===== src/rtl/sclt_pkg.sv =====
`timescale 1ns/1ps
package sclt_pkg;
    typedef enum logic [1:0] {
        PH_IDLE = 2'd0,
        PH_LOW  = 2'd1,
        PH_HIGH = 2'd2,
        PH_TMO  = 2'd3
    } phase_e;
endpackage


===== src/rtl/sclt_cfg.sv =====
`timescale 1ns/1ps
// Derives half period and clamped strobe points from static configuration.
module sclt_cfg #(
    parameter int CNT_W = 16
) (
    input  logic [CNT_W-1:0] div,
    input  logic [CNT_W-1:0] launch_dly,
    input  logic [CNT_W-1:0] sample_dly,
    output logic [CNT_W-1:0] half_m1,
    output logic [CNT_W-1:0] period_m1,
    output logic [CNT_W-1:0] launch_pt,
    output logic [CNT_W-1:0] sample_pt
);
    localparam logic [CNT_W-1:0] HALF_MAX = {1'b1, {(CNT_W-1){1'b0}}};
    localparam logic [CNT_W-1:0] ONE      = {{(CNT_W-1){1'b0}}, 1'b1};

    logic [CNT_W-1:0] half;

    always_comb begin
        // bit 0 of the divider carries no weight; zero wraps to the maximum
        if (div[CNT_W-1:1] == '0) half = HALF_MAX;
        else                      half = {1'b0, div[CNT_W-1:1]};
        half_m1   = half - ONE;
        period_m1 = {half_m1[CNT_W-2:0], 1'b1};
        launch_pt = (launch_dly > half_m1) ? half_m1 : launch_dly;
        sample_pt = (sample_dly > half_m1) ? half_m1 : sample_dly;
    end
endmodule


===== src/rtl/sclt_stretch.sv =====
`timescale 1ns/1ps
// Counts stretched core cycles in whole SCL periods and flags the limit.
module sclt_stretch #(
    parameter int CNT_W = 16
) (
    input  logic             clk,
    input  logic             rst_n,
    input  logic             clr,
    input  logic             active,
    input  logic [CNT_W-1:0] period_m1,
    input  logic [CNT_W-1:0] limit,
    output logic             expire
);
    localparam logic [CNT_W-1:0] ONE = {{(CNT_W-1){1'b0}}, 1'b1};

    typedef struct packed {
        logic [CNT_W-1:0] sub;
        logic [CNT_W-1:0] per;
    } str_t;

    str_t           st_d, st_q;
    logic [CNT_W:0] per_inc;

    always_comb begin
        st_d    = st_q;
        expire  = 1'b0;
        per_inc = {1'b0, st_q.per} + {1'b0, ONE};
        if (clr) begin
            st_d = '0;
        end else if (active) begin
            if (st_q.sub == period_m1) begin
                st_d.sub = '0;
                st_d.per = per_inc[CNT_W-1:0];
                if ((limit != '0) && (per_inc == {1'b0, limit})) expire = 1'b1;
            end else begin
                st_d.sub = st_q.sub + ONE;
            end
        end
    end

    always_ff @(posedge clk or negedge rst_n) begin
        if (!rst_n) st_q <= '0;
        else        st_q <= st_d;
    end
endmodule


===== src/rtl/sclt_phase.sv =====
`timescale 1ns/1ps
// Phase sequencer: idle, driven-low half, released half, timed-out.
module sclt_phase
    import sclt_pkg::*;
#(
    parameter int CNT_W = 16
) (
    input  logic             clk,
    input  logic             rst_n,
    input  logic             run,
    input  logic             scl_in,
    input  logic             expire,
    input  logic [CNT_W-1:0] half_m1,
    output phase_e           phase_q,
    output logic [CNT_W-1:0] cnt_q
);
    localparam logic [CNT_W-1:0] ONE = {{(CNT_W-1){1'b0}}, 1'b1};

    typedef struct packed {
        phase_e           phase;
        logic [CNT_W-1:0] cnt;
    } seq_t;

    seq_t sq_d, sq_q;

    always_comb begin
        sq_d = sq_q;
        unique case (sq_q.phase)
            PH_IDLE: begin
                if (run) begin
                    sq_d.phase = PH_LOW;
                    sq_d.cnt   = '0;
                end
            end
            PH_LOW: begin
                if (sq_q.cnt == half_m1) begin
                    sq_d.phase = PH_HIGH;
                    sq_d.cnt   = '0;
                end else begin
                    sq_d.cnt = sq_q.cnt + ONE;
                end
            end
            PH_HIGH: begin
                if (expire) begin
                    sq_d.phase = PH_TMO;
                    sq_d.cnt   = '0;
                end else if (scl_in) begin
                    // the released half only advances once the wire reads high
                    if (sq_q.cnt == half_m1) begin
                        sq_d.phase = PH_LOW;
                        sq_d.cnt   = '0;
                    end else begin
                        sq_d.cnt = sq_q.cnt + ONE;
                    end
                end
            end
            PH_TMO: begin
                sq_d = sq_q;
            end
            default: begin
                sq_d.phase = PH_IDLE;
                sq_d.cnt   = '0;
            end
        endcase
        if (!run) begin
            sq_d.phase = PH_IDLE;
            sq_d.cnt   = '0;
        end
    end

    always_ff @(posedge clk or negedge rst_n) begin
        if (!rst_n) sq_q <= '{phase: PH_IDLE, cnt: '0};
        else        sq_q <= sq_d;
    end

    assign phase_q = sq_q.phase;
    assign cnt_q   = sq_q.cnt;
endmodule


===== src/rtl/i2c_scl_timer.sv =====
`timescale 1ns/1ps
module i2c_scl_timer
    import sclt_pkg::*;
#(
    parameter int CNT_W = 16
) (
    input  logic             clk,
    input  logic             rst_n,
    input  logic             run,
    input  logic [CNT_W-1:0] cfg_div,
    input  logic [CNT_W-1:0] cfg_launch_dly,
    input  logic [CNT_W-1:0] cfg_sample_dly,
    input  logic [CNT_W-1:0] cfg_stretch_lim,
    input  logic             scl_in,
    output logic             scl_drive_low,
    output logic             launch_stb,
    output logic             sample_stb,
    output logic             stretch_timeout
);
    logic [CNT_W-1:0] half_m1;
    logic [CNT_W-1:0] period_m1;
    logic [CNT_W-1:0] launch_pt;
    logic [CNT_W-1:0] sample_pt;
    logic [CNT_W-1:0] cnt_q;
    logic             expire;
    phase_e           phase_q;

    sclt_cfg #(.CNT_W(CNT_W)) u_cfg (
        .div        (cfg_div),
        .launch_dly (cfg_launch_dly),
        .sample_dly (cfg_sample_dly),
        .half_m1    (half_m1),
        .period_m1  (period_m1),
        .launch_pt  (launch_pt),
        .sample_pt  (sample_pt)
    );

    sclt_stretch #(.CNT_W(CNT_W)) u_stretch (
        .clk       (clk),
        .rst_n     (rst_n),
        .clr       (phase_q != PH_HIGH),
        .active    ((phase_q == PH_HIGH) && !scl_in),
        .period_m1 (period_m1),
        .limit     (cfg_stretch_lim),
        .expire    (expire)
    );

    sclt_phase #(.CNT_W(CNT_W)) u_phase (
        .clk     (clk),
        .rst_n   (rst_n),
        .run     (run),
        .scl_in  (scl_in),
        .expire  (expire),
        .half_m1 (half_m1),
        .phase_q (phase_q),
        .cnt_q   (cnt_q)
    );

    always_comb begin
        scl_drive_low   = (phase_q == PH_LOW);
        launch_stb      = (phase_q == PH_LOW) && (cnt_q == launch_pt);
        sample_stb      = (phase_q == PH_HIGH) && scl_in && (cnt_q == sample_pt);
        stretch_timeout = (phase_q == PH_TMO);
    end
endmodule


===== config.mk =====
export PLATFORM = sky130hd
export DESIGN_NAME = i2c_scl_timer
export DESIGN_NICKNAME = d
export VERILOG_FILES = /design/src/rtl/sclt_pkg.sv /design/src/rtl/sclt_cfg.sv /design/src/rtl/sclt_stretch.sv /design/src/rtl/sclt_phase.sv /design/src/rtl/i2c_scl_timer.sv
export SDC_FILE = /design/constraint.sdc
export NUM_CORES = 1
export LEC_CHECK = 0
export BUFFER_PORTS_ARGS = -buffer_cell sky130_fd_sc_hd__buf_2
export CORE_MARGIN = 2
export CORE_UTILIZATION = 60
export CTS_CLUSTER_DIAMETER = 200
export DETAILED_ROUTE_END_ITERATION = 8
export PLACE_DENSITY = 0.81
export SYNTH_ARGS = -nofsm -noshare
export SYNTH_HDL_FRONTEND = slang
export SYNTH_HIERARCHICAL = 1
export SYNTH_SLANG_ARGS = --single-unit

===== constraint.sdc =====
create_clock -name clk -period 5 [get_ports clk]
set_input_delay 0.25 -clock clk [delete_from_list [all_inputs] [get_ports clk]]
set_output_delay 0.25 -clock clk [all_outputs]
set_load 0.1 [all_outputs]

# [Yosys cells after proc, flatten, opt, wreduce, memory -nomap -nowiden]
# Index checks and enable logic that the tools add are counted.
[word_totals] ff_bits=50 inputBits=68 output_inout_bits=4 word_cells=55
[op_classes] n_addsub=4 n_lt_le_gt_ge=2 n_eq_ne=13 n_mux=18 n_reduce_logical=14
[op_table] cell="16-bit 2-to-1 mux" count=6
[op_table] cell="16-bit equality test" count=4
[op_table] cell="32-bit 2-to-1 mux" count=2
[op_table] cell="18-bit 2-to-1 mux" count=3
[op_table] cell="18-bit case mux with 3 select lines" count=1
[op_table] cell="16-bit by 1-bit adder with 16-bit output, second input constant" count=2
[op_table] cell="16-bit greater-than comparator" count=2
[op_table] cell="16-bit by 1-bit adder with 17-bit output, second input constant" count=1
[op_table] cell="17-bit by 16-bit equality test with 1-bit output" count=1
[op_table] cell="16-bit nonzero test" count=1
[op_table] cell="16-bit by 1-bit subtractor with 16-bit output, second input constant" count=1
[op_table] cell="15-bit zero test" count=1
[op_table] cell="1-bit logical AND" count=5
[op_table] cell="2-bit equality test, second input constant" count=2
[op_table] cell="1-bit 2-to-1 mux" count=4
[op_table] cell="2-bit 2-to-1 mux" count=2
[op_table] cell="2-bit != test, second input constant" count=2
[op_table] cell="4-bit by 3-bit != test with 1-bit output, second input constant" count=1
[op_table] cell="4-bit != test, second input constant" count=1
[op_table] cell="2-bit AND reduction" count=2
[op_table] cell="4-bit AND reduction" count=1
[op_table] cell="2-bit nonzero test" count=2
[op_table] cell="3-bit by 2-bit != test with 1-bit output, second input constant" count=1
[op_table] cell="2-bit by 1-bit equality test with 1-bit output, second input constant" count=1
[op_table] cell="other kinds (2)" count=2

# [Longest topological paths before layout]
# Gate-level depths: netlist of the first run.
[depth] ltp_word=10 depth_mapped=20 depth_no_buf=19

# [Cells and area by module]
# Netlist of the first run, hierarchy kept.
[modules_own_cells] module="sclt_stretch" instances=1 cells_per_inst=280 area_per_inst_um2=2364.8 seq_area_each_um2=800.8
[modules_own_cells] module="sclt_cfg" instances=1 cells_per_inst=217 area_per_inst_um2=1779.2 seq_area_each_um2=0.0
[modules_own_cells] module="sclt_phase" instances=1 cells_per_inst=149 area_per_inst_um2=1283.7 seq_area_each_um2=450.4
[modules_own_cells] module="i2c_scl_timer" instances=1 cells_per_inst=49 area_per_inst_um2=384.1 seq_area_each_um2=0.0

# [Worst setup path before layout of the first run]
# No wires, ideal clock.
[synth_timing] path_kind="input port to output port" start="input port cfg_div[5]" end="output port sample_stb" arrival_time_ps=5871 t_required_ps=4750 slack_ps=-1121 path_stages=18 path_buffers=1 path_cell_list="or4_4 -> or4_1 -> nor4_1 -> nand2_1 -> xnor2_1 -> inv_1 -> ha_1 -> a21o_1 -> a21o_1 -> a211o_1 -> a21oi_1 -> a21boi_2 -> buf_6 -> mux2_2 -> xor2_1 -> nor4_1 -> nand3_1 -> nor4_2"
[synth_via] elab_chain_cells=7
[synth_rtl] element="start: declaration" line_no="i2c_scl_timer.sv:10" source="input logic [CNT_W-1:0] cfg_div,"
[synth_rtl] element="15-bit zero test" line_no="sclt_cfg.sv:21" source="if (div[CNT_W-1:1] == '0) half = HALF_MAX;"
[synth_rtl] element="16-bit 2-to-1 mux *" line_no="sclt_cfg.sv:21"
[synth_rtl] element="16-bit by 1-bit subtractor with 16-bit output *" line_no="sclt_cfg.sv:23" source="half_m1 = half - ONE;"
[synth_rtl] element="net half_m1[13]" line_no="i2c_scl_timer.sv:20" source="logic [CNT_W-1:0] half_m1;"
[synth_rtl] element="16-bit greater-than comparator" line_no="sclt_cfg.sv:26" source="sample_pt = (sample_dly > half_m1) ? half_m1 : sample_dly;"
[synth_rtl] element="16-bit 2-to-1 mux *" line_no="sclt_cfg.sv:26"
[synth_rtl] element="net sample_pt[13]" line_no="i2c_scl_timer.sv:23" source="logic [CNT_W-1:0] sample_pt;"
[synth_rtl] element="16-bit equality test *" line_no="i2c_scl_timer.sv:62" source="sample_stb = (phase_q == PH_HIGH) && scl_in && (cnt_q == sample_pt);"
[synth_rtl] element="1-bit logical AND *" line_no="i2c_scl_timer.sv:62"
[synth_rtl] element="end: declaration" line_no="i2c_scl_timer.sv:17" source="output logic sample_stb,"
# Mark *: on every way through the listed nets, which the timed path passes. The rest lies on a longest branch.

# [Worst setup path in the final report of the first run]
[layout_timing] start="input port cfg_div[1]" end="output port sample_stb"
[layout_via] elab_chain_cells=7
[layout_rtl] element="15-bit zero test" line_no="sclt_cfg.sv:21"
[layout_rtl] element="16-bit 2-to-1 mux *" line_no="sclt_cfg.sv:21"
[layout_rtl] element="16-bit by 1-bit subtractor with 16-bit output *" line_no="sclt_cfg.sv:23"
[layout_rtl] element="net half_m1[5]" line_no="i2c_scl_timer.sv:20"
[layout_rtl] element="16-bit greater-than comparator *" line_no="sclt_cfg.sv:26"
[layout_rtl] element="16-bit 2-to-1 mux *" line_no="sclt_cfg.sv:26"
[layout_rtl] element="net sample_pt[12]" line_no="i2c_scl_timer.sv:23"
[layout_rtl] element="16-bit equality test *" line_no="i2c_scl_timer.sv:62"
[layout_rtl] element="1-bit logical AND *" line_no="i2c_scl_timer.sv:62"
# Marks and branches as above.

==> results of run 1 <==
==> layer usage <==
| layer | vias to the layer above | wire (um) | global-route usage [%] |
|---|---|---|---|
| met4 | 0 | 344 | 8.308 |
| li1 | 2671 | - | - |
| met3 | 37 | 1181 | 6.224 |
| met1 | 2661 | 7378 | 45.19 |
| met5 | - | 0 | 0 |
| met2 | 224 | 7964 | 54.75 |
==> state kept, by name, indices dropped and copies added, names as in the netlist <==
| name | cells |
|---|---|
| u_stretch/st_q | 32 |
| u_phase/cnt_q | 16 |
| u_phase/phase_q | 2 |
==> metrics by stage <==
step	setup WS, ps	cell area [um^2]	TNS (ps)	util [%]	cells
4_1_cts	-0.5227	6640	-0.5227	71.19	908
5_1_grt	-209.6	6694	-406.2	71.76	911
2_1_floorplan	-242.9	5851	-242.9	-	695
3_5_place_dp	-21.12	6482	-21.12	69.50	898
6_report	3.330	6694	0	71.76	911
3_3_place_gp	-19.64	6482	-19.64	69.50	898
==> power by group through the flow <==
| stage | sequential, mW | clock [mW] | combinational (mW) |
|---|---|---|---|
| floorplan | 0.419 | 0 | 0.250 |
| global placement | 0.420 | 0 | 0.361 |
| detailed placement | 0.421 | 0 | 0.372 |
| CTS | 0.413 | 0.295 | 0.381 |
| global route | 0.414 | 0.311 | 0.424 |
| finish | 0.413 | 0.293 | 0.392 |
==> kinds of logic (layout without fill, tap and decap cells) <==
logic type	after synthesis	in the layout	synth area share [%]
AO/OA/AOI/OAI	95	95	11.76
XOR/XNOR	127	127	19.14
adder cells (fa/ha/maj)	37	37	7.965
buffers and inverters	75	162	6.545
flip-flops	50	50	21.53
multiplexers	35	35	7.363
other	1	1	0.06452
AND/OR/NAND/NOR	275	275	25.64
==> timing repair <==
item                       CTS  global route
buffers inserted             2             3
resized for setup            3             5
pin swaps                    1             5
setup endpoints to repair    2             2
==> worst register-to-register path, delay by kind of cell, from the launching register on <==
kind / cells / cell delay (ps)
AND/OR/NAND/NOR: 8 / 2280
AO/OA/AOI/OAI: 2 / 510
flip-flops: 1 / 460
adder cells (fa/ha/maj): 1 / 330
buffers and inverters: 1 / 250
==> final timing paths <==
path,end,slack (ps)
max,sample_stb,3
min,u_stretch/st_q[30],20
max reg2reg,u_phase/cnt_q[14],1030
min reg2reg,u_stretch/st_q[16],590
max in group asynchronous,u_phase/cnt_q[7],4530
min in group clk,u_phase/phase_q[1],260
==> layout make-up <==
class / count / area share, %
sequential: 50 / 18.69
clock inverter: 3 / 0.5981
tap: 129 / 2.411
timing repair buffer: 118 / 11.44
inverter: 36 / 2.019
multi-input combinational: 570 / 63.81
clock buffer: 5 / 1.028
==> cell usage in the layout, fill, tap and decap left out, types with 4 or more instances in the layout <==
cell type	n
o2111ai_1	7
nor3b_1	5
nand3_1	41
nor2b_1	4
and3_1	7
a31oi_1	7
a21oi_1	14
a41oi_1	7
xnor2_1	70
mux2_4	10
nand2b_1	4
nand2_1	36
a21o_1	9
o211ai_1	4
ha_1	37
buf_4	46
nor4_1	18
o21ai_0	14
xnor2_2	4
inv_1	36
clkbuf_8	5
buf_12	4
o22ai_1	4
nor2_1	71
dfrtp_1	50
or3_1	5
nor3_1	19
buf_2	68
nor4_2	4
mux2_2	21
xor2_1	53
nand4_1	33
or4_4	4
==> summary.txt, run 1 <==
status -> finished clean
Synth Area per Inst -> 8.362 um^2
asr flop ratio synth -> 100.0%
critical path startpoint category -> input pin
Net Sw Frac -> 33.82%
root buffer cell -> clkbuf_8
number of global-route vias before repair -> 5447
first-pass GRT wire length -> 27300 um
Clock transition at path regs -> 100 ps
CTS tree -> built
antenna-violating nets left -> 0
Ys Warns -> 6
worst setup path start -> cfg_div[1]
via density per instance -> 6.139
synth cell count leaders -> 74 x xnor2_1, 71 x nor2_1, 53 x xor2_1
total power -> 1.098 mW
Reg area -> 1251 um^2
NetSw -> 0.3712 mW
Hold WS -> 20.24 ps
ys flop type -> dfrtp_1
multi-input logic area -> 4272 um^2
largest net degree at the start of global routing -> 51
layout cells sized above 1 -> 24.55%
hold_buf cts -> 0
count leader, synth -> xnor2_1
Worst-Skew Late Latency -> 310 ps
Fill cells -> 763
synth-to-layout area growth -> 15.18%
CTS Sinks -> 50
Tot GR Track Use -> 33.28%
crit path DAT -> 4750 ps
H-tree Lvls -> 2
Critical Path Sink Type -> output port
internal power -> 0.7264 mW
Ports -> 72
Rel. slew slack -> 55.60%
drt first pass iters -> 5
Mapped Nets -> 800
TritonCTS buffer count -> 5
Hold Crit Class -> in -> async
fin crit period -> 4997 ps
Remaining Overflow, GRT -> 0
R2R depth -> 12
Cell Chain, Critical Path -> buf_2, inv_1, ha_1, nor4b_2, and4b_1, a21o_1, nand2_1, xnor2_1, buf_4, inv_1, ha_1, or3_1, a2111oi_0, a21oi_1, nand3_1, a21boi_4, buf_12, buf_4, mux2_1, xnor2_1, nand4_1, nor4_4, buf_12
actual slew at the worst max-slew pin -> 660.9 ps
row count -> 35
worst endpoint required time -> 4750 ps
EDFF count, synth -> 0
Logic pwr share -> 35.7%
MaxCap Viol Count -> 0
largest area contributor in the netlist -> dfrtp_1
Core ar. -> 9328 um^2
cells after synthesis -> 695
FF-to-FF Start -> u_stretch/st_q[0]
Antenna Cells -> 0
Starting Density -> 62.31%
cell area after synthesis -> 5812 um^2
Yosys top cell area share -> 21.53%
DR vias -> 5593
die width -> 102.4 um
Leak Pwr -> 2.871 nW
DRC viols -> 0
Area contributors post-synth -> dfrtp_1 22%, xnor2_1 11%, xor2_1 8.0%, ha_1 8.0%, nor2_1 4.6%
die height -> 102.4 um
Crit Path Max Fanout -> 9
DRT Wirelength -> 16870 um
Iteration-0 DRC Markers -> 457
IR drop worst, VDD -> 112.0 uV
slowest cell on the critical path -> or3_1
Crit path max-delay family -> simple AND/OR/NAND/NOR gates
post-synthesis register bit count -> 50
Distinct cells, synth -> 70
max-slew violation count -> 0
initial antenna violation count -> 0
Layout Nets -> 886
routed len/inst -> 18.52 um
port bufs -> 70
Final Hold Vio Count -> 0
Peak Freq -> 200.1 MHz
Sequential Power Share -> 37.6%
critical setup path kind -> in -> out
clock power share -> 26.7%
stages on the worst setup path -> 23
CP peak stage delay -> 390 ps
placed wire-length estimate -> 13150 um
GP Congestion -> 0.9935
Die Footprint -> 10490 um^2
RSZ-0062 raised after global routing -> yes
sequential area share after synthesis -> 21.53%
# setup viols final -> 0
Setup Skew -> 12.58 ps
fin crit share -> 99.93%
worst path bufs/invs -> 7
P per Cell Area -> 164.0 nW/um^2
clock buffer depth -> 2
Note: power is estimated with default switching activity, not from simulation.
==> inputs of run 2 (changes only) <==
--- a/config.mk
+++ b/config.mk
@@ -7,11 +7,10 @@
 export LEC_CHECK = 0
 export BUFFER_PORTS_ARGS = -buffer_cell sky130_fd_sc_hd__buf_2
 export CORE_MARGIN = 2
-export CORE_UTILIZATION = 60
+export CORE_UTILIZATION = 61
 export CTS_CLUSTER_DIAMETER = 200
 export DETAILED_ROUTE_END_ITERATION = 8
 export PLACE_DENSITY = 0.81
 export SYNTH_ARGS = -nofsm -noshare
 export SYNTH_HDL_FRONTEND = slang
-export SYNTH_HIERARCHICAL = 1
 export SYNTH_SLANG_ARGS = --single-unit
==> run 2 against run 1 <==
  * Count of clock-buffer cells in the layout is 2 higher
  * Synthesized area is 16% higher
  * Hold slack better by 110 ps
  * Design area is 11% higher
==> summary.txt, run 2 <==
placed cell area -> 7308 um^2 (was 6482 um^2)
die height -> 109.0 um (was 102.4 um)
RSZ-0062 raised after global routing -> no (was yes)
setup bufs post-CTS -> 0 (was 2)
routed len/inst -> 20.95 um (was 18.52 um)
largest net degree at the start of global routing -> 51 (unchanged)
Clock transition at path regs -> 90 ps (was 100 ps)
Setup Skew -> 8.457 ps (was 12.58 ps)
critical path startpoint category -> input pin (unchanged)
Critical Path Sink Type -> output port (unchanged)
layout cells sized above 1 -> 16.54% (was 24.55%)
FF-to-FF Start -> u_stretch.st_q[3] (was u_stretch/st_q[0])
post-synthesis register bit count -> 50 (unchanged)
Peak Freq -> 210.7 MHz (was 200.1 MHz)
Remaining Overflow, GRT -> 0 (unchanged)
Reg with most FFs -> u_stretch.st_q (was u_stretch/st_q)
Worst-Skew Late Latency -> 330 ps (was 310 ps)
sequential area share after synthesis -> 18.59% (was 21.53%)
synth-to-layout area growth -> 10.10% (was 15.18%)
Mapped Nets -> 979 (was 800)
root buffer cell -> clkbuf_8 (unchanged)
Final Hold Vio Count -> 0 (unchanged)
GP Congestion -> 1.074 (was 0.9935)
commonest non-fill, non-tap cell in the layout -> buf_2 (was nor2_1)
post-route cell area -> 7408 um^2 (was 6694 um^2)
status -> finished clean (unchanged)
FF-to-FF setup slack -> 1000 ps (was 1030 ps)
Tot GR Track Use -> 38.25% (was 33.28%)
Synth Area per Inst -> 7.708 um^2 (was 8.362 um^2)
Layout Nets -> 1024 (was 886)
H-tree Lvls -> 2 (unchanged)
Hold WS -> 125.6 ps (was 20.24 ps)
met3 GRT Util -> 8.249% (was 6.224%)
asr flop ratio synth -> 100.0% (unchanged)
worst endpoint required time -> 4750 ps (about the same)
Rel. slew slack -> 23.66% (was 55.60%)
R2R depth -> 9 (was 12)
# setup viols final -> 0 (unchanged)
Distinct cells, synth -> 90 (was 70)
largest area contributor in the netlist -> dfrtp_1 (unchanged)
die width -> 109.0 um (was 102.4 um)
gr busiest metal -> met2 (unchanged)
fin crit share -> 94.94% (was 99.93%)
Starting Density -> 62.35% (was 62.31%)
DR vias -> 7205 (was 5593)
met1 Use GR -> 50.83% (was 45.19%)
Core ar. -> 10790 um^2 (was 9328 um^2)
DRC viols -> 0 (unchanged)
MaxCap Viol Count -> 0 (unchanged)
via density per instance -> 6.797 (was 6.139)
IR drop worst, VDD -> 152.1 uV (was 112.0 uV)
fin crit period -> 4747 ps (was 4997 ps)
number of global-route vias before repair -> 6834 (was 5447)
DRT Wirelength -> 22210 um (was 16870 um)
most frequent cells in the layout -> 68 x buf_2, 58 x nand2_1, 57 x nor2_1 (was 71 x nor2_1, 70 x xnor2_1, 68 x buf_2)
Inst Count DP -> 1051 (was 898)
Area contributors post-synth -> dfrtp_1 19%, ha_1 7.1%, xor2_1 5.7%, xnor2_1 4.9%, nand2_1 3.2% (was dfrtp_1 22%, xnor2_1 11%, xor2_1 8.0%, ha_1 8.0%, nor2_1 4.6%)
first-pass GRT wire length -> 35150 um (was 27300 um)
CTS Sinks -> 50 (unchanged)
Crit Path Max Fanout -> 8 (was 9)
Ys Warns -> 0 (was 6)
max-slew violation count -> 0 (unchanged)
final non-filler cell total -> 1060 (was 911)
actual slew at the worst max-slew pin -> 1140 ps (was 660.9 ps)
P per Cell Area -> 135.9 nW/um^2 (was 164.0 nW/um^2)
port bufs -> 70 (unchanged)
initial antenna violation count -> 1 (was 0)
critical setup path kind -> in -> out (unchanged)
placed wire-length estimate -> 17440 um (was 13150 um)
drt first pass iters -> 5 (unchanged)
row count -> 38 (was 35)
cell area after synthesis -> 6729 um^2 (was 5812 um^2)
CTS tree -> built (unchanged)
Leak Pwr -> 2.952 nW (was 2.871 nW)
synth cell count leaders -> 58 x nand2_1, 57 x nor2_1, 52 x clkbuf_1 (was 74 x xnor2_1, 71 x nor2_1, 53 x xor2_1)
R2R Path End -> u_phase.cnt_q[10] (was u_phase/cnt_q[14])
crit path DAT -> 4500 ps (was 4750 ps)
clock buffer depth -> 2 (unchanged)
GR Util met2 -> 61.22% (was 54.75%)
ys flop type -> dfrtp_1 (unchanged)
cells after synthesis -> 873 (was 695)
Hold Crit Class -> in -> async (unchanged)
count leader, synth -> nand2_1 (was xnor2_1)
max reg flops -> 32 (unchanged)
Ports -> 72 (unchanged)
Die Footprint -> 11890 um^2 (was 10490 um^2)
Yosys top cell area share -> 18.59% (was 21.53%)
antenna-violating nets left -> 0 (unchanged)
TritonCTS buffer count -> 5 (unchanged)
Iteration-0 DRC Markers -> 844 (was 457)
EDFF count, synth -> 0 (unchanged)
-- run 2: cell types whose count changed in the layout (fill, tap and decap cells not counted), moves of 13 or more --
cell / delta
nand2_1: +22
and2_1: +13
nor2_1: -14
o31ai_1: +15
a22oi_1: +14
a21oi_1: +22
nor2b_1: +17
mux2_2: -18
o21ai_0: +24
or3_1: +16
xnor2_1: -32
-- run 2: how the worst max path moves through the flow --
| stage | slack (ps) | end | startpoint | cells after the start |
|---|---|---|---|---|
| 2_1_floorplan | -160 | sample_stb | cfg_div[1] | 15 |
| 3_3_place_gp | 180 | sample_stb | cfg_div[1] | 18 |
| 3_5_place_dp | 110 | sample_stb | cfg_div[1] | 18 |
| 4_1_cts | 100 | sample_stb | cfg_div[1] | 18 |
| 5_1_grt | 20 | sample_stb | cfg_div[1] | 18 |
| 6_report | 250 | sample_stb | cfg_div[1] | 18 |
-- run 2: timing repair --
action | in CTS | in global routing
endpoints found under the hold margin | 0 | 0
hold buffers | 0 | 0
setup endpoints to repair | 0 | 1
resized for setup | 0 | 2
-- run 2: per-stage QoR --
stage / setup slack, ps / total power, mW / utilization (%) / setup TNS, ps
2_1_floorplan: -164.9 / 0.6255 / - / -164.9
3_3_place_gp: 177.4 / 0.7342 / 67.71 / 0
3_5_place_dp: 108.7 / 0.7461 / 67.71 / 0
4_1_cts: 95.55 / 0.9997 / 68.56 / 0
5_1_grt: 23.14 / 1.049 / 68.62 / 0
6_report: 253.2 / 1.007 / 68.64 / 0
-- run 2: kinds of logic (layout without fill, tap and decap cells) --
family,count (synthesis),in the layout,synth area share (%)
AOI/OAI and AO/OA,204,204,21.76
xor gates and xnor gates,86,86,12.03
adders and majority gates,38,38,7.066
buffers and inverters,102,148,6.043
DFF,50,50,18.59
muxes,14,14,2.138
other,0,1,0
and+or+nand+nor,379,379,32.37
-- run 2: power by group --
group	internal, mW	switching (mW)	leakage, nW
registers	0.407	0.00435	0.697
clock network	0.112	0.145	0.0482
logic	0.130	0.208	2.21
total	0.649	0.358	2.95
-- run 2: area by class of cell --
type                       instances  area [um^2]
multi-input combinational        721         5114
fill                             890         3385
sequential                        50         1251
timing repair buffer             105        643.1
tap                              140        175.2
inverter                          35        131.4
clock buffer                       7        86.33
clock inverter                     1        5.005
antenna                            1        2.502
-- run 2: layer usage --
| metal | up-vias | share of wire, % |
|---|---|---|
| met3 | 57 | 9.9 |
| met1 | 3436 | 42 |
| li1 | 3335 | - |
| met2 | 377 | 45 |
| met5 | - | 0 |
| met4 | 0 | 2.9 |
-- run 2: critical path: stages --
cell and delay, ps:
buf_2 150, inv_1 110, ha_1 270, or3b_2 490
nor4_2 240, buf_4 200, nor3_1 70, ha_1 340
a21oi_1 150, a21oi_1 100, a2111oi_2 450, buf_4 200
o31ai_2 60, o21a_1 220, mux2i_1 120, a2111o_1 450
nor4_4 400, buf_12 220
==> inputs of run 3 (changes only) <==
--- a/config.mk
+++ b/config.mk
@@ -7,10 +7,11 @@
 export LEC_CHECK = 0
 export BUFFER_PORTS_ARGS = -buffer_cell sky130_fd_sc_hd__buf_2
 export CORE_MARGIN = 2
-export CORE_UTILIZATION = 61
+export CORE_UTILIZATION = 40
 export CTS_CLUSTER_DIAMETER = 200
 export DETAILED_ROUTE_END_ITERATION = 8
-export PLACE_DENSITY = 0.81
+export PLACE_DENSITY = 0.57
+export RECOVER_POWER = 100
 export SYNTH_ARGS = -nofsm -noshare
 export SYNTH_HDL_FRONTEND = slang
 export SYNTH_SLANG_ARGS = --single-unit
==> constraint.sdc (replaced) <==
create_clock -name clk -period 5.4 [get_ports clk]
set_input_delay 0.27 -clock clk [delete_from_list [all_inputs] [get_ports clk]]
set_output_delay 0.27 -clock clk [all_outputs]
set_load 0.1 [all_outputs]
==> run 3 against run 2 <==
  * The flow now finishes with violations (capacitance limit, slew limit)
  * Via count decreased by 6.0%
  * Flip-flop and latch count unchanged
  * Count of clock-buffer cells in the layout shrank 2
  * Largest cell class unchanged
==> summary.txt, run 3 (synthesis results as in run 2) <==
status -> complete, but fails checks (was finished clean)
failing checks -> capacitance limit, slew limit
CTS Sinks -> 50 (unchanged)
max reg flops -> 32 (unchanged)
root buffer cell -> clkbuf_16 (was clkbuf_8)
Remaining Overflow, GRT -> 0 (unchanged)
routed len/inst -> 18.90 um (was 20.95 um)
Hold Crit Class -> in -> reg (was in -> async)
TritonCTS buffer count -> 5 (unchanged)
R2R depth -> 10 (was 9)
Layout Nets -> 1012 (was 1024)
first-pass GRT wire length -> 34600 um (was 35150 um)
Core Util, Final -> 45.19% (was 68.64%)
Fill cells -> 1723 (was 890)
Setup Skew -> 6.298 ps (was 8.457 ps)
Ports -> 72 (unchanged)
IR drop worst, VDD -> 110.3 uV (was 152.1 uV)
Final Hold Vio Count -> 0 (unchanged)
max-slew violation count -> 51 (was 0)
Rel. slew slack -> -94.54% (was 23.66%)
antenna-violating nets left -> 0 (unchanged)
Leak Pwr -> 2.907 nW (was 2.952 nW)
Worst Hold End -> u_phase.phase_q[0]
H-tree Lvls -> 2 (unchanged)
MaxCap Viol Count -> 1 (was 0)
CTS tree -> built (unchanged)
setup bufs post-CTS -> 0 (unchanged)
Setup WS post-layout -> 352.9 ps (was 253.2 ps)
critical setup path kind -> in -> out (unchanged)
FF-to-FF Start -> u_stretch.st_q[22] (was u_stretch.st_q[3])
FF-to-FF setup slack -> 1570 ps (was 1000 ps)
# setup viols final -> 0 (unchanged)
worst endpoint required time -> 5130 ps (was 4750 ps)
die width -> 133.7 um (was 109.0 um)
fin crit share -> 93.47%
initial antenna violation count -> 1 (unchanged)
DRC viols -> 0 (unchanged)
critical path startpoint category -> input pin (unchanged)
R2R Path End -> u_phase.cnt_q[4] (was u_phase.cnt_q[10])
Peak Freq -> 198.1 MHz
Die Footprint -> 17880 um^2 (was 11890 um^2)
die height -> 133.7 um (was 109.0 um)
most frequent cells in the layout -> 66 x buf_2, 58 x nand2_1, 57 x nor2_1 (was 68 x buf_2, 58 x nand2_1, 57 x nor2_1)
number of global-route vias before repair -> 6273 (was 6834)
Antenna Cells -> 0 (was 1)
Tot GR Track Use -> 24.09% (was 38.25%)
DR vias -> 6775 (was 7205)
TNS Setup -> 0 ps (unchanged)
Starting Density -> 40.72% (was 62.35%)
fin crit period -> 5047 ps
Critical Path Sink Type -> output port (unchanged)
drt first pass iters -> 5 (unchanged)
Core ar. -> 16520 um^2 (was 10790 um^2)
placed wire-length estimate -> 16670 um (was 17440 um)
GP Congestion -> 0.9253 (was 1.074)
RSZ-0062 raised after global routing -> no (unchanged)
layout cells sized above 1 -> 14.66% (was 16.54%)
hold_buf cts -> 0 (unchanged)
post-cts sizing count -> 0 (unchanged)
commonest non-fill, non-tap cell in the layout -> buf_2 (unchanged)
crit path DAT -> 4780 ps (was 4500 ps)
Worst Hold Launch -> run
DRT Wirelength -> 21300 um (was 22210 um)
via density per instance -> 6.012 (was 6.797)
row count -> 47 (was 38)
Clock transition at path regs -> 70 ps (was 90 ps)
Reg with most FFs -> u_stretch.st_q (unchanged)
clock buffer depth -> 2 (unchanged)
port bufs -> 70 (unchanged)
hold path depth -> 2
Worst-Skew Late Latency -> 300 ps (was 330 ps)
Crit Path Max Fanout -> 8 (unchanged)
pre-CTS setup slack -> 445.9 ps (was 108.7 ps)
synth-to-layout area growth -> 10.97% (was 10.10%)
actual slew at the worst max-slew pin -> 2918 ps (was 1140 ps)
Iteration-0 DRC Markers -> 520 (was 844)
largest net degree at the start of global routing -> 51 (unchanged)
P per Cell Area -> 141.7 nW/um^2 (was 135.9 nW/um^2)
run 3: cell type report:
class	count	area, um^2	area share [%]
repair buffers	93	539.3	7.222
inverters	35	131.4	1.759
flip-flops and latches	50	1251	16.76
clock buffers	5	125.1	1.676
clock inverters	3	43.79	0.5865
multi-input cells	721	5101	68.31
well taps	220	275.3	3.686
run 3: how the worst max path moves through the flow:
stage | from | endpoint | cells after the start
detailed placement | cfg_div[10] | sample_stb | 15
global route | cfg_div[1] | launch_stb | 18
floorplan | cfg_div[1] | sample_stb | 15
finish | cfg_div[1] | sample_stb | 17
CTS | cfg_div[10] | sample_stb | 15
global placement | cfg_div[9] | sample_stb | 15
run 3: per-stage QoR:
step	instance area, um^2	std cells	power [mW]	hold WS (ps)
floorplan	6759	873	0.5792	-25.59
global placement	7318	1119	0.6853	434.2
detailed placement	7318	1119	0.6858	443.2
CTS	7487	1127	1.068	122.8
global route	7467	1127	1.117	250.7
finish	7467	1127	1.058	251.8
run 3: critical path: stages:
cell	delay (ps)
buf_2	150
inv_1	110
ha_1	270
nor3b_1	540
and4_1	310
o21ai_2	80
xor2_1	210
ha_1	340
nand2_1	60
nor2_1	180
nand4_1	170
or4_1	670
o21a_1	230
mux2i_1	140
a2111o_1	450
nor4_4	370
buf_12	220
run 3: where the power goes:
| group | leakage, nW | internal [mW] | switching (mW) |
|---|---|---|---|
| Clock | 0.0842 | 0.220 | 0.157 |
| Sequential | 0.697 | 0.377 | 0.00423 |
| Combinational | 2.13 | 0.115 | 0.186 |
| Total | 2.91 | 0.711 | 0.347 |
run 3: routing by layer:
layer / track usage (%) / up-vias / part of all wire (%)
met2: 37.04 / 209 / 44
met4: 3.783 / 2 / 0.66
li1: - / 3312 / -
met3: 4.300 / 12 / 6.1
met5: 0 / - / 0.061
met1: 35.68 / 3240 / 49
